`src/rtl/fxp_mac_pkg.sv`:
```
`timescale 1ns/1ps
package fxp_mac_pkg;
  typedef enum logic {
    OUT_TRUNC = 1'b0,
    OUT_ROUND = 1'b1
  } outmode_e;
endpackage

```
`src/rtl/fxp_mac_mult.sv`:
```
`timescale 1ns/1ps
module fxp_mac_mult #(
  parameter int DW = 16
) (
  input  logic                   clk,
  input  logic                   rst,
  input  logic                   vld_i,
  input  logic                   clr_i,
  input  logic                   sub_i,
  input  logic signed [DW-1:0]   coef_i,
  input  logic signed [DW-1:0]   samp_i,
  output logic signed [2*DW-1:0] prod_q,
  output logic                   vld_q,
  output logic                   clr_q,
  output logic                   sub_q
);
  logic signed [2*DW-1:0] prod_d;

  always_comb prod_d = coef_i * samp_i;

  always_ff @(posedge clk) begin
    if (rst) begin
      prod_q <= '0;
      vld_q  <= 1'b0;
      clr_q  <= 1'b0;
      sub_q  <= 1'b0;
    end else begin
      vld_q <= vld_i;
      clr_q <= clr_i;
      sub_q <= sub_i;
      if (vld_i) prod_q <= prod_d;
    end
  end
endmodule

```
`src/rtl/fxp_mac_accum.sv`:
```
`timescale 1ns/1ps
module fxp_mac_accum #(
  parameter int DW    = 16,
  parameter int GUARD = 8,
  localparam int PW    = 2*DW,
  localparam int ACC_W = PW + GUARD
) (
  input  logic                    clk,
  input  logic                    rst,
  input  logic                    vld_i,
  input  logic                    clr_i,
  input  logic                    sub_i,
  input  logic signed [PW-1:0]    prod_i,
  output logic signed [ACC_W-1:0] acc_q
);
  logic signed [ACC_W-1:0] ext;
  logic signed [ACC_W-1:0] addend;
  logic signed [ACC_W-1:0] acc_d;

  always_comb begin
    ext    = {{GUARD{prod_i[PW-1]}}, prod_i};
    addend = sub_i ? -ext : ext;
    acc_d  = clr_i ? addend : acc_q + addend;
  end

  always_ff @(posedge clk) begin
    if (rst)        acc_q <= '0;
    else if (vld_i) acc_q <= acc_d;
  end
endmodule

```
`src/rtl/fxp_mac_scale.sv`:
```
`timescale 1ns/1ps
module fxp_mac_scale
  import fxp_mac_pkg::*;
#(
  parameter int DW    = 16,
  parameter int ACC_W = 40,
  parameter int SH_W  = 6,
  localparam int XW   = ACC_W + 1
) (
  input  logic                    clk,
  input  logic                    rst,
  input  logic signed [ACC_W-1:0] acc_i,
  input  logic [SH_W-1:0]         sh_i,
  input  outmode_e                mode_i,
  output logic signed [DW-1:0]    res_q,
  output logic                    ovf_q
);
  localparam logic signed [DW-1:0] POS_LIM = {1'b0, {(DW-1){1'b1}}};
  localparam logic signed [DW-1:0] NEG_LIM = {1'b1, {(DW-1){1'b0}}};

  logic signed [XW-1:0] wide;
  logic signed [XW-1:0] bias;
  logic signed [XW-1:0] shifted;
  logic [XW-DW:0]       top_bits;
  logic                 fits;
  logic signed [DW-1:0] res_d;

  always_comb begin
    wide = {acc_i[ACC_W-1], acc_i};
    if (mode_i == OUT_ROUND && sh_i != '0)
      bias = {{(XW-1){1'b0}}, 1'b1} << (sh_i - 1'b1);
    else
      bias = '0;
    shifted  = (wide + bias) >>> sh_i;
    top_bits = shifted[XW-1:DW-1];
    fits     = (&top_bits) | ~(|top_bits);
    if (fits)                  res_d = shifted[DW-1:0];
    else if (shifted[XW-1])    res_d = NEG_LIM;
    else                       res_d = POS_LIM;
  end

  always_ff @(posedge clk) begin
    if (rst) begin
      res_q <= '0;
      ovf_q <= 1'b0;
    end else begin
      res_q <= res_d;
      ovf_q <= ~fits;
    end
  end
endmodule

```
`src/rtl/fxp_mac.sv`:
```
`timescale 1ns/1ps
module fxp_mac
  import fxp_mac_pkg::*;
#(
  parameter int DW    = 16,
  parameter int GUARD = 8,
  localparam int ACC_W = 2*DW + GUARD,
  localparam int SH_W  = $clog2(ACC_W)
) (
  input  logic                    clk,
  input  logic                    rst,
  input  logic                    vld_i,
  input  logic                    clr_i,
  input  logic                    sub_i,
  input  logic signed [DW-1:0]    coef_i,
  input  logic signed [DW-1:0]    samp_i,
  input  logic [SH_W-1:0]         sh_i,
  input  logic                    rnd_i,
  output logic signed [ACC_W-1:0] acc_o,
  output logic signed [DW-1:0]    res_o,
  output logic                    ovf_o
);
  logic signed [2*DW-1:0] prod_q;
  logic                   p_vld;
  logic                   p_clr;
  logic                   p_sub;
  outmode_e               mode;

  always_comb mode = rnd_i ? OUT_ROUND : OUT_TRUNC;

  fxp_mac_mult #(.DW(DW)) u_mult (
    .clk(clk), .rst(rst), .vld_i(vld_i), .clr_i(clr_i), .sub_i(sub_i),
    .coef_i(coef_i), .samp_i(samp_i),
    .prod_q(prod_q), .vld_q(p_vld), .clr_q(p_clr), .sub_q(p_sub)
  );

  fxp_mac_accum #(.DW(DW), .GUARD(GUARD)) u_accum (
    .clk(clk), .rst(rst), .vld_i(p_vld), .clr_i(p_clr), .sub_i(p_sub),
    .prod_i(prod_q), .acc_q(acc_o)
  );

  fxp_mac_scale #(.DW(DW), .ACC_W(ACC_W), .SH_W(SH_W)) u_scale (
    .clk(clk), .rst(rst), .acc_i(acc_o), .sh_i(sh_i), .mode_i(mode),
    .res_q(res_o), .ovf_q(ovf_o)
  );
endmodule

```
`config.mk`:
```
export PLATFORM = sky130hd
export DESIGN_NAME = fxp_mac
export DESIGN_NICKNAME = d
export VERILOG_FILES = /design/src/rtl/fxp_mac_pkg.sv /design/src/rtl/fxp_mac_mult.sv /design/src/rtl/fxp_mac_accum.sv /design/src/rtl/fxp_mac_scale.sv /design/src/rtl/fxp_mac.sv
export SDC_FILE = /design/constraint.sdc
export NUM_CORES = 1
export LEC_CHECK = 0
export ABC_AREA = 1
export BUFFER_PORTS_ARGS = -buffer_cell sky130_fd_sc_hd__buf_2
export CORE_UTILIZATION = 60
export CTS_BUF_LIST = sky130_fd_sc_hd__clkbuf_2
export CTS_CLUSTER_SIZE = 30
export DETAILED_ROUTE_END_ITERATION = 6
export PLACE_DENSITY = 0.79
export SYNTH_ARGS = -nofsm -noshare
export SYNTH_HDL_FRONTEND = slang
export SYNTH_SLANG_ARGS = --single-unit
export TNS_END_PERCENT = 5
```
`constraint.sdc`:
```
create_clock -name clk -period 8.4 [get_ports clk]
set_input_delay 0.42 -clock clk [delete_from_list [all_inputs] [get_ports clk]]
set_output_delay 0.42 -clock clk [all_outputs]
set_load 0.01 [all_outputs]
```
# --- Word level (Yosys, flattened, before mapping) ---
# Cells that the tools add are included.
word_totals:
  reg_bits: 92
  out_inout_bits: 57
  wordCells: 27
op_classes:
  addsub: 4
  n_mul: 1
  shift: 2
  n_mux: 6
  n_bitwise: 3
  reduce_logical: 4
ops:
  columns: ["operator", "count"]
  rows:
  - ["40-bit 2-to-1 mux", 2]
  - ["40-bit by 41-bit adder with 41-bit output", 1]
  - ["41-bit 2-to-1 mux", 1]
  - ["1-bit by 6-bit << shifter with 41-bit output, first input constant", 1]
  - ["41-bit by 6-bit >>> shifter with 41-bit output", 1]
  - ["40-bit adder", 1]
  - ["32-bit negator with 40-bit output", 1]
  - ["16-bit by 16-bit multiplier with 32-bit output", 1]
  - ["16-bit 2-to-1 mux", 2]
  - ["26-bit AND reduction", 1]
  - ["26-bit OR reduction", 1]
  - ["6-bit nonzero test", 1]
  - ["6-bit by 1-bit subtractor with 6-bit output, second input constant", 1]
  - ["1-bit NOT", 2]
  - ["1-bit logical AND", 1]
  - ["1-bit 2-to-1 mux", 1]
  - ["1-bit bitwise OR", 1]

# --- Longest topological paths before layout ---
depth:
  word_depth: 9
  depth_mapped: 46

# --- Hierarchy ---
# From an unflattened synthesis, not the netlist that was laid out.
unflattened:
  hier_cells: 4227
  area_unflattened_um2: 25379.3
modules_own_cells:
  columns: ["module", "instances", "cells_each", "area_each_um2", "seq_area_each_um2"]
  rows:
  - ["fxp_mac_mult", 1, 1682, 12248.0, 700.7]
  - ["fxp_mac_scale", 1, 1468, 7165.6, 340.3]
  - ["fxp_mac_accum", 1, 1077, 5965.7, 800.8]

# --- Worst setup path after synthesis ---
# OpenSTA, ideal clock, no wires.
synth_timing:
  path_type: "input to register"
  startpoint: "input samp_i[1]"
  endpoint: "register u_mult.prod_q[28]"
  arrival_time_ps: 6281
  setup_slack_ps: 2061
  cell_stages: 28
  path_buffers: 2
  path_cell_list: "clkbuf_1 -> clkbuf_1 -> nand2_1 -> fa_1 -> inv_1 -> fa_1 -> inv_1 -> fa_1 -> fa_1 -> inv_1 -> fa_1 -> inv_1 -> fa_1 -> inv_1 -> ha_1 -> a21oi_1 -> a21boi_0 -> o21ai_1 -> a21oi_1 -> inv_1 -> a21oi_1 -> inv_1 -> a21oi_1 -> o21ai_0 -> or2_0 -> nand3_1 -> o211ai_1 -> inv_1"
synth_between:
  elab_chain_cells: 1
synth_lines:
  columns: ["element", "line_no", "text"]
  rows:
  - ["start: declaration", "fxp_mac.sv:16", "input logic signed [DW-1:0] samp_i,"]
  - ["16-bit by 16-bit multiplier with 32-bit output", "fxp_mac_mult.sv:19", "always_comb prod_d = coef_i * samp_i;"]
  - ["end signal: assignment", "fxp_mac_mult.sv:31", "if (vld_i) prod_q <= prod_d;"]
  - ["end: declaration", "fxp_mac_mult.sv:12", "output logic signed [2*DW-1:0] prod_q,"]
# Every way passes these cells.
# A chain may end at the register's enable or synchronous reset.

# --- Final worst setup path ---
layout_timing:
  startpoint: "input coef_i[13]"
  endpoint: "register u_mult.prod_q[29]"
layout_between:
  elab_chain_cells: 1
layout_lines:
  columns: ["element", "line_no", "text"]
  rows:
  - ["start: declaration", "fxp_mac.sv:15", "input logic signed [DW-1:0] coef_i,"]
  - ["16-bit by 16-bit multiplier with 32-bit output", "fxp_mac_mult.sv:19", null]
# Every way passes these cells.

==> impl_metrics.csv <==
group,metric,value,unit
setup_path,cp_common_cell,"inv_1",
timing,min_period,5.93,ns
floorplan,die_h,197,um
yosys,ys_types,59,
timing,fmax,169,MHz
floorplan,initial_utilization,0.608,
yosys,synthCells,3512,
clock_tree,ctsRootBufferMaster,"clkbuf_2",
clock_tree,cts.sinks,92,
drt,via_per_inst,5.68,
clock_tree,cts_tree,"built",
power,power,0.00888,W
timing,rsz0062_at_grt,"false",
timing,max_slew.worst_pin.slew,1.21,ns
setup_path,critPathKind,"input pin to flip-flop",
global_routing,grt_usage,0.385,
placed_design,gp_congestion,1.02,
power,vdd_drop_max,0.414,mV
status,run_status,"complete, no violations",
setup_path,rr_startpoint,"u_mult.prod_q[0]",
drt,vias,22900,
floorplan,std_cell_rows,71,
drt,first_iter_violations,2381,
yosys,synthArstFlopShare,0,
setup_path,required,9.08,ns
yosys,synth_flop_cell,"dfxtp_1",
clock_tree,htreeDepth,3,
setup_path,r2r_slack,3.54,ns
drt,avgRoutedWirePerCell,18.2,um
layout,register_area,1840,um2
clock_tree,clkTransAtPathRegs,0.27,ns
timing,skew,0.0539,ns
timing,setup_tns,0,ns
global_routing,grt_max_degree,66,
timing,finalMaxSlewViolations,0,
power,power.density,375,nW/um2
yosys,synth.top_cells.by_area,"fa_1 23%, nand2_1 15%, inv_1 11%, ha_1 8.9%, dfxtp_1 8.1%",
clock_tree,clk_latency,0.76,ns
timing,slew_headroom,0.195,
setup_path,worst_setup_path_start_kind,"input pin",
yosys,synth_commonest_cells,"915 x nand2_1, 691 x inv_1, 290 x nand3_1",
drt,route.met3.wl,7160,um
power,p_leak,13.1,nW
layout,syn_to_final_growth,3.50,%
drt,wl_met2,31100,um
setup_path,path_buf_inv,9,
setup_path,crit_fanout,16,
clock_tree,clk_path_buf_depth,2,
setup_path,crit_path_top_delay_cell,"fa_1",
min_path,hold_path_depth,3,
placed_design,dp_hpwl,61100,um
drt,ant_nets,0,
yosys,ys_ff_latch,92,
floorplan,core,37600,um2
setup_path,critPathCaptureType,"flip-flop",
yosys,avgSynthCellArea,6.50,um2
drt,m1WireLength,32800,um
floorplan,die_area,38900,um2
layout,fin_util,0.629,
timing,whs,0.123,ns
drt,drc,0,
flow_run,drv_cap,0,
clock_tree,post_cts_resized,0,
placed_design,placedCellCount,4000,
min_path,holdCritStartpoint,"samp_i[0]",
clock_tree,cts_buffers,9,
floorplan,die_x,197,um
min_path,min_path_type,"input pin to flip-flop",
timing,post-route-period-util,0.705,
min_path,holdPathEnd,"u_mult.prod_q[0]",
yosys,yosysWarnings,0,
layout,final_cells,4020,
drt,wirelength,73200,um
global_routing,grt_pass1_wl,116000,um
yosys,synth_top_area_frac,0.231,
setup_path,critPathTopFamily,"adder cells",
setup_path,r2r_end,"u_accum.acc_q[37]",
yosys,syn-cell-area,22800,um2
drt,dr.pass1.iters,6,
setup_path,reg2regPathDepth,26,
global_routing,antenna_found_initial,2,
yosys,yosysSeqAreaShare,0.0806,
yosys,synth_most_common_cell,"nand2_1",
global_routing,grt_overflow,0,
drt,top_layer,"met4",
yosys,syn-num-nets,3982,
setup_path,crit_arrival,6.61,ns
setup_path,slowest_delay,0.54,ns
yosys,synth_top_area_cell,"fa_1",
floorplan,top_level_ports,101,
layout,fillers,3526,
yosys,synth_edf_count,0,
layout,final_layout_size_suffix_gt1_frac,0.0793,
global_routing,grt_pass1_vias,21800,
placed_design,io_buffer_count,100,
layout,layout.nets,3973,
timing,finalHoldViolations,0,
layout,multi_input_area,17700,um2
timing,setup_viol,0,
-- layout make-up --
cell class / count / share of cell area
multi-input combinational: 2575 / 0.750
inverter: 708 / 0.113
sequential: 92 / 0.0779
tap: 511 / 0.0270
timing repair buffer: 117 / 0.0269
clock inverter: 6 / 0.00296
clock buffer: 9 / 0.00191
antenna: 2 / 0.000212
-- stage by stage --
stage / setup WS (ns) / cell area [um2]
floorplan: 2.06 / 22800
CTS: 2.61 / 23600
finish: 2.47 / 23600
global placement: 1.88 / 23500
global route: 2.15 / 23600
detailed placement: 1.81 / 23500
-- layout by cell type, fill, tap and decap left out, types with 19 or more instances in the layout --
master / count
xor2_1: 58
ha_1: 162
nand2_2: 48
o211ai_1: 36
o21ai_0: 136
nor3_1: 19
xnor2_1: 38
inv_1: 691
nand2_1: 915
dfxtp_1: 92
buf_2: 100
fa_1: 264
a21oi_1: 211
nor2_1: 203
nand3_2: 23
nand3_1: 290
-- registers in the layout, summed over array words and instances (netlist names) --
name           cells
u_accum.acc_q     40
u_mult.prod_q     32
u_scale.res_q     16
u_mult.clr_q       1
u_mult.sub_q       1
u_mult.vld_q       1
u_scale.ovf_q      1
-- report_power, final --
group	internal, W	switching, W	total, W
sequential	0.000537	0.000103	0.000640
combinational	0.00319	0.00480	0.00798
clock	0.0000706	0.000182	0.000253
-- worst max path at each step --
stage,startpoint,endpoint,cells after the start
2_1_floorplan,samp_i[1],u_mult.prod_q[28],28
3_3_place_gp,samp_i[1],u_mult.prod_q[28],27
3_5_place_dp,coef_i[13],u_mult.prod_q[29],29
4_1_cts,coef_i[13],u_mult.prod_q[29],29
5_1_grt,coef_i[13],u_mult.prod_q[29],29
6_report,coef_i[13],u_mult.prod_q[29],29
-- repair_timing --
action | CTS | global route
hold buffers | 3 | 0
hold endpoints to repair | 3 | 0
buffers inserted | 0 | 0
-- cells by family after synthesis --
logic type,share of synthesized area
multiplexers,0.000438
AND/OR/NAND/NOR,0.304
XOR/XNOR,0.0375
flip-flops,0.0806
AO/OA/AOI/OAI,0.115
buffers and inverters,0.143
adder cells (fa/ha/maj),0.320
-- metal layers --
layer  GRT usage  vias up
li1            -    10900
met1       0.553    10700
met2       0.591     1141
met3      0.0685      134
met4       0.111        0
met5           0        -
-- worst reg2reg max path: cells and delay by family, from the launching register on --
family	cells	cell delay, ns
AO/OA/AOI/OAI	9	1.93
XOR/XNOR	1	0.38
adder cells (fa/ha/maj)	2	0.51
buffers and inverters	5	0.40
flip-flops	1	0.41
AND/OR/NAND/NOR	9	1.14
Note: power is estimated with default switching activity, not from simulation.
